**config.mk**
```make
export PLATFORM = sky130hd
export DESIGN_NAME = isa_slave_decode
export DESIGN_NICKNAME = d
export VERILOG_FILES = /design/src/rtl/isa_dec_pkg.sv /design/src/rtl/strobe_sync.sv /design/src/rtl/window_match.sv /design/src/rtl/isa_slave_decode.sv
export SDC_FILE = /design/constraint.sdc
export NUM_CORES = 1
export LEC_CHECK = 0
export ABC_AREA = 1
export BUFFER_PORTS_ARGS = -buffer_cell sky130_fd_sc_hd__buf_2
export CAP_MARGIN = 20
export CORE_MARGIN = 2
export CORE_UTILIZATION = 40
export CTS_CLUSTER_SIZE = 25
export DETAILED_ROUTE_END_ITERATION = 10
export MAX_ROUTING_LAYER = met4
export PLACE_DENSITY_LB_ADDON = 0.25
export SYNTH_ARGS = -nofsm -noshare
export SYNTH_HDL_FRONTEND = slang
export SYNTH_SLANG_ARGS = --single-unit
```
**constraint.sdc**
```tcl
create_clock -name clk -period 1.3 [get_ports clk]
set_clock_uncertainty 0.1 [all_clocks]
set_input_delay 0.065 -clock clk [delete_from_list [all_inputs] [get_ports clk]]
set_output_delay 0.065 -clock clk [all_outputs]
set_load 0.01 [all_outputs]
```
**src/rtl/isa_dec_pkg.sv**
```systemverilog
package isa_dec_pkg;
    localparam int ADDR_W    = 16;
    localparam int IO_PORTS  = 8;
    localparam int PORT_W    = $clog2(IO_PORTS);
    localparam int IO_LOW    = PORT_W + 1;      // byte bits covered by the I/O window
    localparam int MEM_OFF_W = 12;              // 4 Kbyte window
    localparam int N_STRB    = 4;

    // Index of each strobe in the synchronised active-high vector
    localparam int S_IOR  = 0;
    localparam int S_IOW  = 1;
    localparam int S_MEMR = 2;
    localparam int S_MEMW = 3;

    typedef struct packed {
        logic [N_STRB-1:0]    strb_prev;
        logic                 io_sel;
        logic                 io_rd;
        logic                 io_wr;
        logic [PORT_W-1:0]    io_port;
        logic                 mem_sel;
        logic                 mem_rd;
        logic                 mem_wr;
        logic [MEM_OFF_W-1:0] mem_off;
    } dec_state_t;
endpackage

```
**src/rtl/strobe_sync.sv**
```systemverilog
module strobe_sync #(
    parameter int WIDTH  = 4,
    parameter int STAGES = 2
) (
    input  logic             clk,
    input  logic             rst_n,
    input  logic [WIDTH-1:0] strb_n,
    output logic [WIDTH-1:0] active
);
    for (genvar g = 0; g < WIDTH; g++) begin : g_bit
        logic [STAGES-1:0] chain_q;
        always_ff @(posedge clk or negedge rst_n) begin
            if (!rst_n) chain_q <= '0;
            else        chain_q <= {chain_q[STAGES-2:0], ~strb_n[g]};
        end
        assign active[g] = chain_q[STAGES-1];
    end
endmodule

```
**src/rtl/window_match.sv**
```systemverilog
module window_match #(
    parameter int ADDR_W   = 16,
    parameter int LOW_BITS = 4
) (
    input  logic [ADDR_W-1:0] addr,
    input  logic [ADDR_W-1:0] base,
    output logic              hit
);
    assign hit = (addr[ADDR_W-1:LOW_BITS] == base[ADDR_W-1:LOW_BITS]);
endmodule

```
**src/rtl/isa_slave_decode.sv**
```systemverilog
module isa_slave_decode
    import isa_dec_pkg::*;
#(
    parameter int SYNC_STAGES = 2
) (
    input  logic                 clk,
    input  logic                 rst_n,
    input  logic [ADDR_W-1:0]    sa,
    input  logic                 aen,
    input  logic                 ior_n,
    input  logic                 iow_n,
    input  logic                 memr_n,
    input  logic                 memw_n,
    input  logic [ADDR_W-1:0]    io_base,
    input  logic [ADDR_W-1:0]    mem_base,
    input  logic                 mem_mode,
    output logic                 io_sel,
    output logic                 io_rd,
    output logic                 io_wr,
    output logic [PORT_W-1:0]    io_port,
    output logic                 mem_sel,
    output logic                 mem_rd,
    output logic                 mem_wr,
    output logic [MEM_OFF_W-1:0] mem_offset
);
    logic [N_STRB-1:0] act;
    logic [N_STRB-1:0] fall;
    logic              io_win, mem_win, io_hit, mem_hit;
    logic              rd_io_go, wr_io_go, rd_mem_go, wr_mem_go;
    dec_state_t        st_d, st_q;

    strobe_sync #(.WIDTH(N_STRB), .STAGES(SYNC_STAGES)) u_sync (
        .clk    (clk),
        .rst_n  (rst_n),
        .strb_n ({memw_n, memr_n, iow_n, ior_n}),
        .active (act)
    );

    window_match #(.ADDR_W(ADDR_W), .LOW_BITS(IO_LOW)) u_io_win (
        .addr (sa),
        .base (io_base),
        .hit  (io_win)
    );

    window_match #(.ADDR_W(ADDR_W), .LOW_BITS(MEM_OFF_W)) u_mem_win (
        .addr (sa),
        .base (mem_base),
        .hit  (mem_win)
    );

    always_comb begin
        io_hit  = io_win && !aen;
        mem_hit = mem_win && mem_mode;
        fall    = act & ~st_q.strb_prev;

        rd_io_go  = fall[S_IOR]  && !act[S_IOW]  && io_hit;
        wr_io_go  = fall[S_IOW]  && !act[S_IOR]  && io_hit;
        rd_mem_go = fall[S_MEMR] && !act[S_MEMW] && mem_hit;
        wr_mem_go = fall[S_MEMW] && !act[S_MEMR] && mem_hit;

        st_d           = st_q;
        st_d.strb_prev = act;
        st_d.io_rd     = rd_io_go;
        st_d.io_wr     = wr_io_go;
        st_d.mem_rd    = rd_mem_go;
        st_d.mem_wr    = wr_mem_go;
        st_d.io_sel    = (act[S_IOR] ^ act[S_IOW]) && io_hit;
        st_d.mem_sel   = (act[S_MEMR] ^ act[S_MEMW]) && mem_hit;

        if (rd_io_go || wr_io_go)
            st_d.io_port = sa[IO_LOW-1:1];
        if (rd_mem_go || wr_mem_go)
            st_d.mem_off = sa[MEM_OFF_W-1:0];
    end

    always_ff @(posedge clk or negedge rst_n) begin
        if (!rst_n) st_q <= '0;
        else        st_q <= st_d;
    end

    assign io_sel     = st_q.io_sel;
    assign io_rd      = st_q.io_rd;
    assign io_wr      = st_q.io_wr;
    assign io_port    = st_q.io_port;
    assign mem_sel    = st_q.mem_sel;
    assign mem_rd     = st_q.mem_rd;
    assign mem_wr     = st_q.mem_wr;
    assign mem_offset = st_q.mem_off;
endmodule

```
Word-level counts from Yosys, hierarchy flattened
Cells that the tools add are included.
{ "word_totals": {"mem_count": 0, "word_cells": 42, "ramBits": 0, "mem_bits_ro": 0, "latch_bits": 0, "register_bits": 33} }
{ "classes": {"bitwise": 8, "n_shift": 0, "n_reduce_logical": 19, "n_mul": 0, "mux": 0, "magnitude_cmp": 0, "addsub": 0, "eq_ne": 2, "div_mod_pow": 0} }
{ "op_table": {"columns": ["operator", "count"], "rows": [
  ["$eq 12x12->1", 1],
  ["$logic_and 1x1->1", 12],
  ["$logic_not 1->1", 5],
  ["$and 4x4->4", 1],
  ["$eq 4x4->1", 1],
  ["$not 1->1", 4],
  ["$not 4->4", 1],
  ["$logic_or 1x1->1", 2],
  ["$xor 1x1->1", 2]
]} }

Depth between registers and ports, before layout
{ "depth": {"ltp_word": 5, "mapped_depth": 10} }

Cells and area by module
From an unflattened synthesis, not the netlist that was laid out.
{ "hier_totals": {"hier_cells": 188, "hier_area_um2": 1580.3} }
{ "modules_own_cells": {"columns": ["mod", "n_inst", "area_per_inst_um2", "cells_per_inst"], "rows": [
  ["isa_slave_decode", 1, 1074.8, 116],
  ["strobe_sync", 1, 245.2, 16],
  ["window_match (u_io_win)", 1, 193.9, 41],
  ["window_match (u_mem_win)", 1, 66.3, 15]
]} }

Least setup slack after synthesis
Ideal clock, no wire load.
{ "synth_path": {"path_kind": "reg2reg", "startpoint": "register u_sync.g_bit[3].chain_q[1]", "endpoint": "register st_q (netlist bit mem_offset[10])", "required_ns": 1.134, "setup_time_ns": 0.066, "period_less_slack_ns": 1.286, "n_path_buf": 1, "arrival_time_ns": 1.120, "path_stages_with_launch": 7, "path_slack_ns": 0.014, "path_cell_list": "dfrtp_1 inv_1 nand2_1 nor2_2 clkbuf_1 o211ai_1 nand2_1"} }
{ "synth_between": {"elab_chain_cells": 4, "word_cells_on_any_way": 7, "cone_classes": "1 x bitwise; 6 x reduce/logical"} }
{ "synth_rtl": {"columns": ["item", "line_no", "text"], "rows": [
  ["start, declared", "strobe_sync.sv:11", "logic [STAGES-1:0] chain_q;"],
  ["start signal, assigned", "strobe_sync.sv:14", "else chain_q <= {chain_q[STAGES-2:0], ~strb_n[g]};"],
  ["$and 4x4->4 or $logic_not 1->1 (tied branches)", "isa_slave_decode.sv:54, isa_slave_decode.sv:58", null],
  ["$logic_and 1x1->1 (on tied branches) (2 in series)", "isa_slave_decode.sv:59, isa_slave_decode.sv:58", null],
  ["$logic_or 1x1->1 (*)", "isa_slave_decode.sv:72", "if (rd_mem_go || wr_mem_go)"],
  ["end signal, assigned", "isa_slave_decode.sv:78", "else st_q <= st_d;"],
  ["end, declared", "isa_slave_decode.sv:30", "dec_state_t st_d, st_q;"]
]} }
Mark *: on every way between the ends. The rest lies on a longest branch, timed or not.
A chain may end at the register's enable or synchronous reset.

Final worst setup path
{ "layout_path": {"startpoint": "register u_sync.g_bit[3].chain_q[1]", "endpoint": "register st_q (netlist bit mem_offset[2])"} }
The elaborated chain is that of the path after synthesis.

==> Implementation_results.wiki <==
{| class="wikitable"
! Metric !! Value
|-
| Routed wire length || approximately 3.7 mm
|-
| Total of warnings raised by yosys || 0
|-
| Number of nets in the layout || about 350
|-
| Master of the slowest instance on the critical path || dfrtp_1
|-
| Data required time of the worst path || roughly 1400 ps
|-
| Post-Syn Instances || around 220
|-
| Inserted Diodes || 0
|-
| Arrival time at the worst endpoint || about 1400 ps
|-
| Count of input and output buffers || 60
|-
| Leading cell types in the layout, fill and taps excluded || nand2_1, buf_2, dfrtp_1
|-
| Routability-driven placement congestion ratio || 0.8719
|-
| Initial antenna violation count || 0
|-
| Overall die height || around 70 um
|-
| Number of rows in the core area || 23
|-
| Vias in the first global route || roughly 1,600
|-
| Clock tree from TritonCTS || done
|-
| Power per standard cell area || 1175 mW/mm^2
|-
| Number of DRC markers after the initial detailed-route iteration || 82
|-
| Layout cell share with drive strength beyond 1 || 0.3423
|-
| Outcome || completed
|-
| Remaining Overflow, GRT || 0
|-
| Global-route wire length before repair || 6.720 mm
|-
| Pre-antenna DRT Iters || 4
|-
| Final critical-path required period || around 1300 ps
|-
| Sequential share of the synthesized area || 0.4776
|-
| Leakage power total || about 1.4 nW
|-
| Hold violation count in the final report || 0
|-
| Clk pin slew, worst setup/hold paths || 70 ps
|-
| Largest buffer count on any clock path || 2
|-
| Maximum clock frequency || 773.3 MHz
|-
| Worst Hold Margin || about 61 ps
|-
| Flop2flop setup slack || slightly below 7 ps
|-
| Unique masters post-synth || 24
|-
| Area of the die || around 0.0049 sq mm
|-
| Maximum Capacitance Violations || 0
|-
| Maximum level of the CTS H-tree || 2
|-
| CTS buffer count || 5
|-
| Net count of the mapped netlist || approximately 270
|-
| Count of nets left with antenna violations after detail routing || 0
|-
| Post-DP HPWL || about 2.8 mm
|-
| Largest net degree at the start of global routing || 19
|-
| Critical Path End Type || flip-flop
|-
| Drt drc || 0
|-
| Synthesis-stage register bit count || 33
|-
| Category of the worst setup path launch point || flip-flop
|-
| Max rail drop VDD || between 0.6 and 0.7 mV
|-
| Cell Area, Synth || roughly 0.0017 sq mm
|-
| Type of the worst setup path || flip-flop to flip-flop
|-
| Layout overhead on the synthesized area || 39.15%
|-
| Utilization after layout || 0.5888
|-
| Starting density of the core || 0.4231
|-
| Slowest stage delay, CP || 360 ps
|-
| Clock latency on the worst-skew pair || ~280 ps
|-
| Final Setup Violations || 0
|-
| Worst slew margin || 0.7209
|-
| Core Region || 0.004086 sq mm
|-
| Critical-path cell list || inv_2, or2_4, nor2_4, o21ai_2, buf_12, nand2_2, nand2_1
|-
| Average cell area after synthesis || ~8.0 sq um
|-
| Final worst-path cycle share || 0.9947
|-
| Clock root buffer || clkbuf_8
|-
| Crit path max fanout || 12
|-
| Number of fillers in the final layout || approximately 400
|-
| Unrepaired setup endpoints after global routing || true
|-
| Average wire per standard cell || ~11 um
|-
| Most common cell after layout, fill and taps aside || nand2_1
|-
| Total I/O pin count || 77
|-
| Total via count in the routed design || between 1,500 and 2,000
|-
| Die extent in x || roughly 70 um
|-
| # clock sinks || 33
|-
| Routed via count divided by cell count || roughly 4.5
|-
| Type of the most critical hold path || primary input to flip-flop
|-
| GRT Overall Usage || 0.1762
|-
| Total Power || about 2.8 mW
|-
| Least-Margin Pin Slew || between 400 and 500 ps
|-
| Number of max-slew violations in the final report || 0
|-
| Setup TNS after final layout || 0 ps
|}
## layer usage
| metal | vias up | track usage | share of wire |
|---|---|---|---|
| met5 | - | - | 0 |
| met3 | 10 | 0.05233 | 0.058 |
| met1 | 699 | 0.2083 | 0.45 |
| li1 | 818 | - | - |
| met2 | 42 | 0.2853 | 0.47 |
| met4 | 0 | 0.06624 | 0.020 |
## final timing paths
path                                                      start                              endpoint  cells past startpoint
max                        u_sync.g_bit[3].chain_q[1]$_DFF_PN0_             mem_offset[2]$_DFFE_PN0P_                      7
min                                                mem_base[12]                     mem_sel$_DFF_PN0_                      3
max reg2reg                u_sync.g_bit[3].chain_q[1]$_DFF_PN0_             mem_offset[2]$_DFFE_PN0P_                      7
min reg2reg                u_sync.g_bit[1].chain_q[0]$_DFF_PN0_  u_sync.g_bit[1].chain_q[1]$_DFF_PN0_                      0
max in group asynchronous                                 rst_n                       io_wr$_DFF_PN0_                      3
min in group asynchronous                                 rst_n             mem_offset[4]$_DFFE_PN0P_                      2
## layout make-up
type / instances / area (sq um) / share of cell area
clock buffer: 5 / 68.82 / 0.02860
multi-input combinational: 130 / 653.1 / 0.2715
inverter: 35 / 131.4 / 0.05460
clock inverter: 3 / 65.06 / 0.02704
tap: 50 / 62.56 / 0.02600
sequential: 33 / 825.8 / 0.3432
timing repair buffer: 92 / 599.3 / 0.2491
## state kept, by name (all words and copies together), names as in the netlist, 3 cells and up
| signal | cells |
|---|---|
| u_sync.g_bit.chain_q | 8 |
| io_port | 3 |
| st_q | 4 |
| mem_offset | 12 |
## synth_stat cells (all sizes together)
cell    count  area share
a21oi       2      0.0058
buf        18       0.081
dfrtp      33        0.48
o211ai     16       0.069
nor3        2      0.0058
clkbuf      1      0.0022
or2         2      0.0087
o21bai      1       0.011
inv        35       0.076
nor2       17       0.046
a211oi      1      0.0043
o21ai       3       0.011
nor4        2      0.0072
nand2      79        0.17
xnor2       2       0.010
nand3       2      0.0058
nand4       1      0.0072
## repair_timing
item,in CTS,in global routing
pin swaps,1,4
resized for setup,2,8
hold buffers,17,0
buffers inserted,1,2
setup endpoints to repair,3,16
hold endpoints to repair,52,0
## report_power, final
part           internal, mW  switching (mW)
Combinational         0.240           0.260
Sequential             1.12          0.0558
Clock                 0.761           0.384
Total                  2.13           0.700
## through the flow
stage / std cells / setup WS (ps) / area (sq um)
CTS: 346 / 5.939 / 2370
global placement: 320 / 19.05 / 2051
floorplan: 217 / 13.92 / 1729
detailed placement: 320 / 10.06 / 2051
finish: 348 / 6.858 / 2406
global route: 348 / -81.37 / 2406
## cells by family (layout without fill, tap and decap cells)
logic type,after synthesis,in the layout,synth area share
xor gates and xnor gates,2,2,0.01013
DFF,33,33,0.4776
and+or+nand+nor,105,105,0.2518
buffers and inverters,54,135,0.1592
AOI/OAI and AO/OA,23,23,0.1013
## worst max-delay path, delay by kind of cell, from the launching register on
| family | cells | cell delay, ps |
|---|---|---|
| flip-flops | 1 | 360 |
| AND/OR/NAND/NOR | 4 | 450 |
| buffers and inverters | 2 | 190 |
| AO/OA/AOI/OAI | 1 | 80 |
Power figures use the tool's default switching activity.
